--- config.mk ---
export PLATFORM = sky130hd
export DESIGN_NAME = dac_wr_latch
export DESIGN_NICKNAME = d
export VERILOG_FILES = /design/src/rtl/dwl_pkg.sv /design/src/rtl/dwl_strobe_edge.sv /design/src/rtl/dwl_chan_latch.sv /design/src/rtl/dwl_seg_decode.sv /design/src/rtl/dac_wr_latch.sv
export SDC_FILE = /design/constraint.sdc
export NUM_CORES = 1
export LEC_CHECK = 0
export BUFFER_PORTS_ARGS = -buffer_cell sky130_fd_sc_hd__buf_2
export CAP_MARGIN = 15
export CORE_MARGIN = 3
export CORE_UTILIZATION = 43
export DETAILED_ROUTE_END_ITERATION = 8
export MAX_ROUTING_LAYER = met4
export PLACE_DENSITY = 0.79
export SYNTH_ARGS = -nofsm -noshare
export SYNTH_HDL_FRONTEND = slang
export SYNTH_SLANG_ARGS = --single-unit
--- constraint.sdc ---
create_clock -name clk -period 1.1 [get_ports clk]
set_input_delay 0.11 -clock clk [delete_from_list [all_inputs] [get_ports clk]]
set_output_delay 0.11 -clock clk [all_outputs]
set_load 0.05 [all_outputs]
--- src/rtl/dwl_pkg.sv ---
package dwl_pkg;
    localparam int DEF_NUM_CH   = 2;
    localparam int DEF_CODE_W   = 12;
    localparam int DEF_SEG_BITS = 2;

    typedef struct packed {
        logic wr;
    } strobe_state_t;
endpackage

--- src/rtl/dwl_strobe_edge.sv ---
module dwl_strobe_edge
    import dwl_pkg::*;
(
    input  logic clk,
    input  logic rst_n,
    input  logic wr_i,
    output logic rise_o
);
    strobe_state_t st_d, st_q;

    always_comb begin
        st_d    = st_q;
        st_d.wr = wr_i;
        rise_o  = wr_i & ~st_q.wr;
    end

    // History resets high so a strobe held high through reset is not an edge.
    always_ff @(posedge clk) begin
        if (!rst_n) st_q.wr <= 1'b1;
        else        st_q    <= st_d;
    end
endmodule

--- src/rtl/dwl_chan_latch.sv ---
module dwl_chan_latch #(
    parameter int CODE_W = 12
) (
    input  logic              clk,
    input  logic              rst_n,
    input  logic              load_i,
    input  logic [CODE_W-1:0] data_i,
    output logic [CODE_W-1:0] code_o
);
    typedef struct packed {
        logic [CODE_W-1:0] code;
    } chan_state_t;

    chan_state_t st_d, st_q;

    always_comb begin
        st_d = st_q;
        if (load_i) st_d.code = data_i;
    end

    always_ff @(posedge clk) begin
        if (!rst_n) st_q <= '0;
        else        st_q <= st_d;
    end

    assign code_o = st_q.code;
endmodule

--- src/rtl/dwl_seg_decode.sv ---
module dwl_seg_decode #(
    parameter int SEG_BITS = 2,
    localparam int NUM_SEG = (1 << SEG_BITS) - 1
) (
    input  logic [SEG_BITS-1:0] msb_i,
    output logic [NUM_SEG-1:0]  seg_o
);
    // Line k lights when the segment value exceeds k: fills from line 0 up.
    for (genvar k = 0; k < NUM_SEG; k++) begin : g_seg
        assign seg_o[k] = (msb_i >= SEG_BITS'(k + 1));
    end
endmodule

--- src/rtl/dac_wr_latch.sv ---
module dac_wr_latch
    import dwl_pkg::*;
#(
    parameter int NUM_CH   = DEF_NUM_CH,
    parameter int CODE_W   = DEF_CODE_W,
    parameter int SEG_BITS = DEF_SEG_BITS,
    localparam int NUM_SEG  = (1 << SEG_BITS) - 1,
    localparam int LADDER_W = CODE_W - SEG_BITS
) (
    input  logic                         clk,
    input  logic                         rst_n,
    input  logic                         wr_i,
    input  logic [NUM_CH-1:0]            cs_n_i,
    input  logic [CODE_W-1:0]            data_i,
    output logic [NUM_CH*CODE_W-1:0]     code_o,
    output logic [NUM_CH*NUM_SEG-1:0]    seg_o,
    output logic [NUM_CH*LADDER_W-1:0]   ladder_o
);
    logic wr_rise;

    dwl_strobe_edge u_edge (
        .clk    (clk),
        .rst_n  (rst_n),
        .wr_i   (wr_i),
        .rise_o (wr_rise)
    );

    for (genvar c = 0; c < NUM_CH; c++) begin : g_ch
        logic [CODE_W-1:0] code;

        dwl_chan_latch #(.CODE_W(CODE_W)) u_latch (
            .clk    (clk),
            .rst_n  (rst_n),
            .load_i (wr_rise & ~cs_n_i[c]),
            .data_i (data_i),
            .code_o (code)
        );

        dwl_seg_decode #(.SEG_BITS(SEG_BITS)) u_seg (
            .msb_i (code[CODE_W-1 -: SEG_BITS]),
            .seg_o (seg_o[c*NUM_SEG +: NUM_SEG])
        );

        assign code_o[c*CODE_W +: CODE_W]       = code;
        assign ladder_o[c*LADDER_W +: LADDER_W] = code[LADDER_W-1:0];
    end
endmodule

* Word-level counts from Yosys, hierarchy flattened *
Cells that the tools add are included.

operators by class
  $add $sub $neg = 0
  multipliers = 0
  divide/modulo/power cells = 0
  $lt $le $gt $ge = 6
  eq/ne operators = 0
  shifts and indexed selects = 0
  mux-type cells = 0
  bitwise operators = 6
  reduce and logical (&&, ||, !) cells = 0

operator list
  kind                                                  count
  >= comparator 2 bit (second input constant)           4
  >= comparator 2 x 1 -> 1 bit (second input constant)  2
  bitwise AND 1 bit                                     3
  inverter 1 bit                                        3

storage, ports and cells
  bits in registers = 25
  latch bits = 0
  RAM bits = 0
  ROM bits = 0
  input port bits = 17
  output and inout bits = 50
  logic and storage cells = 15
  memories kept = 0

* Longest topological paths before layout *
  depth after elaboration = 3
  depth in mapped cells = 4
  depth with buffers taken out = 2

* Cells and area by module *
Synthesis repeated with hierarchy kept, for this count alone.

second synthesis, totals
  cells, all modules = 107
  area total of the unflattened synthesis = 1153.6 sq um

by module, submodules not included
  module           instances  cells each  area each (sq um)  seq. area each (sq um)
  dwl_chan_latch   2          38          450.4              240.2
  dac_wr_latch     1          22          177.7              0.0
  dwl_strobe_edge  1          3           40.0               20.0
  dwl_seg_decode   2          3           17.5               0.0

* Least setup slack after synthesis *
Ideal clock, no wire load.

  path kind = register -> output
  start point = reg g_ch[0].u_latch.st_q (netlist bit g_ch[0].u_latch.code_o[11])
  end point = out seg_o[2]
  arrival = 1.156 ns
  data required time = 0.990 ns
  setup slack = -0.166 ns
  cell stages (with the launch flop) = 2
  buffers on the path = 0
  cells stage by stage = dfxtp_1 > and2_1

on the way
  longest elaborated chain between the ends = 1

RTL lines
  element                   line                  text
  start: declaration        dwl_chan_latch.sv:14  chan_state_t st_d, st_q;
  start signal: assignment  dwl_chan_latch.sv:23  else st_q <= st_d;
  >= comparator 2 bit       dwl_seg_decode.sv:10  assign seg_o[k] = (msb_i >= SEG_BITS'(k + 1));
  end: declaration          dac_wr_latch.sv:16    output logic [NUM_CH*NUM_SEG-1:0] seg_o,

No other way between the ends.

* Worst setup path after layout *
  start point = reg g_ch[0].u_latch.st_q (netlist bit g_ch[0].u_latch.code_o[11])
  end point = out seg_o[0]

on the way
  longest elaborated chain between the ends = 1

RTL lines
  element                       line
  >= comparator 2 x 1 -> 1 bit  dwl_seg_decode.sv:10

No other way between the ends.

==> flow_metrics.py <==
metrics = {
    "clock_tree": {
        "htree_levels": 1,
        "clock_latency_ps": 320,
        "cts_made_buffers": 3,
        "ctsLongestPathBuffers": 2,
        "clockRootBuffer": "clkbuf_4",
        "cts_tree": "built",
        "path_clk_slew_ps": 130,
        "clock_sinks": 25,
    },
    "cells_and_area": {
        "fillers": 219,
        "final_nets": 187,
        "utilization": 0.634,
        "stdcell_count": 199,
        "layout-drive-gt1-share": 0.503,
        "antenna_cells": 0,
        "syn_to_final_growth_pct": 38.8,
    },
    "floorplan": {
        "dieHeight_um": 57.8,
        "dieArea_um2": 3340,
        "die_w_um": 57.8,
        "rows": 18,
        "core_area_um2": 2520,
        "io_pins": 67,
        "start_util": 0.457,
    },
    "run_status": {
        "status": "finished, violations left",
        "violations": "negative setup slack",
    },
    "setup_path": {
        "required_ps": 990,
        "slowest_delay_ps": 360,
        "arrival_ps": 1080,
        "critPathMaxFanout": 3,
        "end_kind": "output pin",
        "path_delay_family": "flip-flops",
        "crit_slowest_cell": "dfxtp_2",
        "critical_path_class": "register to output pin",
        "worstSetupStartpointType": "register",
        "path_cells": "or2_4 -> buf_8",
        "crit_buf_inv": 1,
    },
    "pwr": {
        "peakVddDrop_mv": 0.807,
        "p_seq_frac": 0.559,
        "swShare": 0.297,
        "p_int_mw": 1.19,
        "comb_power_share": 0.204,
        "p_switching_mw": 0.502,
        "clkPwrFrac": 0.238,
        "p_leak_nw": 0.734,
        "p_per_area_nw_per_um2": 1060,
    },
    "timing": {
        "slew_headroom": 0.834,
        "finalMaxSlewViolations": 0,
        "timing.fmax_mhz": 837,
        "min_period_over_period": 1.09,
        "rsz0062_at_grt": "true",
        "setup_viol": 3,
        "tightest_slew_ps": 251,
        "fin_ws_ps": -94.1,
        "finalHoldViolations": 0,
        "final.setup_skew_ps": 7.11,
        "post-route-min-period_ps": 1190,
    },
    "flow_run": {
        "maxCapViolCount": 0,
    },
    "logic_synthesis": {
        "yosys_warnings": 0,
        "yosysSeqAreaShare": 0.434,
        "ys_ff_latch": 25,
        "yosys.area.top_type_share": 0.434,
        "syn_inst": 120,
        "synth_area_leader_cell": "dfxtp_1",
        "synth.area.top_cells": "dfxtp_1, mux2i_1, buf_4",
        "ys_types": 11,
        "synth_area_um2": 1150,
        "syn-num-nets": 137,
        "postSynthAreaPerCell_um2": 9.60,
    },
    "place": {
        "io_buffers": 66,
        "dp_cells": 192,
        "hpwl_um": 1680,
        "gp_congestion": 0.751,
    },
    "detailed_routing": {
        "drc": 0,
        "via_count": 919,
        "avgRoutedWirePerCell_um": 12.4,
        "dr.first_iter.drc_count": 21,
        "avgViaCountPerCell": 4.62,
        "first_pass_iters": 3,
        "drt-total-wl_um": 2470,
        "final_antenna_net_count": 0,
    },
    "global_route": {
        "grt_pass1_wl_um": 3530,
        "grt_pass1_vias": 804,
        "grt_max_degree": 38,
        "grtUsageTotal": 0.141,
        "overflow": 0,
        "antenna_found_initial": 0,
    },
    "worst_hold_path": {
        "min_path_type": "input port to register",
    },
}
==> Yosys cell counts (all sizes together) <==
| cell type | n |
|---|---|
| and2 | 2 |
| buf | 26 |
| clkbuf | 2 |
| dfxtp | 25 |
| mux2i | 24 |
| nand2 | 36 |
| nand2b | 1 |
| nor3b | 2 |
| or2 | 2 |
==> cell type report <==
class	count	area, um2	share of cell area
sequential	25	508	0.318
multi-input combinational	67	454	0.284
timing repair buffer	73	573	0.358
clock buffer	4	26.3	0.0164
tap	30	37.5	0.0235
==> path summary, 6_finish.rpt <==
kind                                   start                         to  slack [ps]  cells past startpoint
setup reg to reg                 u_edge.st_q  g_ch[1].u_latch.code_o[3]          40                      3
setup / recovery  g_ch[0].u_latch.code_o[11]                   seg_o[0]         -90                      2
hold reg to reg    g_ch[1].u_latch.code_o[6]  g_ch[1].u_latch.code_o[6]         480                      2
hold / removal                     data_i[1]  g_ch[1].u_latch.code_o[1]          50                      3
==> timing repair <==
item / CTS / global route
hold buffers: 1 / 0
cloned: 0 / 0
endpoints found under the setup margin: 5 / 38
hold endpoints to repair: 1 / 0
setup buffers: 2 / 0
resized for setup: 22 / 45
pin swaps: 1 / 1
==> metal layers <==
layer	GRT usage	share of wire	vias to the layer above
met5	-	0	-
met4	0.0596	0.013	0
met3	0.0401	0.11	4
met2	0.234	0.48	48
met1	0.157	0.40	407
li1	-	-	460
==> flip-flops by register name (all words and copies together) (netlist names) <==
register and cells:
g_ch.u_latch.code_o 24, u_edge.st_q 1
==> layout by cell type (no fill, tap or decap) <==
cell / netlist / layout
clkbuf_4: 0 / 29
dfxtp_4: 0 / 1
dfxtp_1: 25 / 21
mux2i_1: 24 / 24
nand2b_1: 1 / 1
dfxtp_2: 0 / 3
nor3b_4: 2 / 2
clkbuf_1: 2 / 1
nand2_1: 36 / 36
buf_4: 20 / 10
and2_4: 0 / 2
buf_8: 2 / 7
buf_12: 0 / 2
buf_6: 0 / 2
buf_2: 4 / 25
or2_4: 0 / 2
dlygate4sd3_1: 0 / 1
==> power by group through the flow <==
stage	logic [mW]	registers [mW]	clock network, mW
4_1_cts	0.328	0.945	0.416
5_1_grt	0.362	0.948	0.448
6_report	0.344	0.944	0.402
3_3_place_gp	0.307	0.963	0
2_1_floorplan	0.177	1.03	0
3_5_place_dp	0.309	0.965	0
==> metrics by stage <==
step,setup TNS (ps),power [mW],hold WS (ps),area [um2],setup WS (ps)
floorplan,0,1.21,211,1160,77.1
global route,-355,1.76,53.7,1600,-121
finish,-178,1.69,46.8,1600,-94.1
global placement,0,1.27,328,1380,114
detailed placement,0,1.27,332,1380,67.1
CTS,-210,1.69,42.7,1490,-88.3
==> worst min-delay path: stages <==
cell     delay [ps]
buf_2            90
nand2_1          60
mux2i_1          60
==> kinds of logic after synthesis <==
kind of cell           after synthesis  synth area share
flip-flops                          25             0.434
AND/OR/NAND/NOR                     43             0.177
multiplexers                        24             0.208
buffers and inverters               28             0.180
No activity file was read; power rests on OpenSTA's default activity.
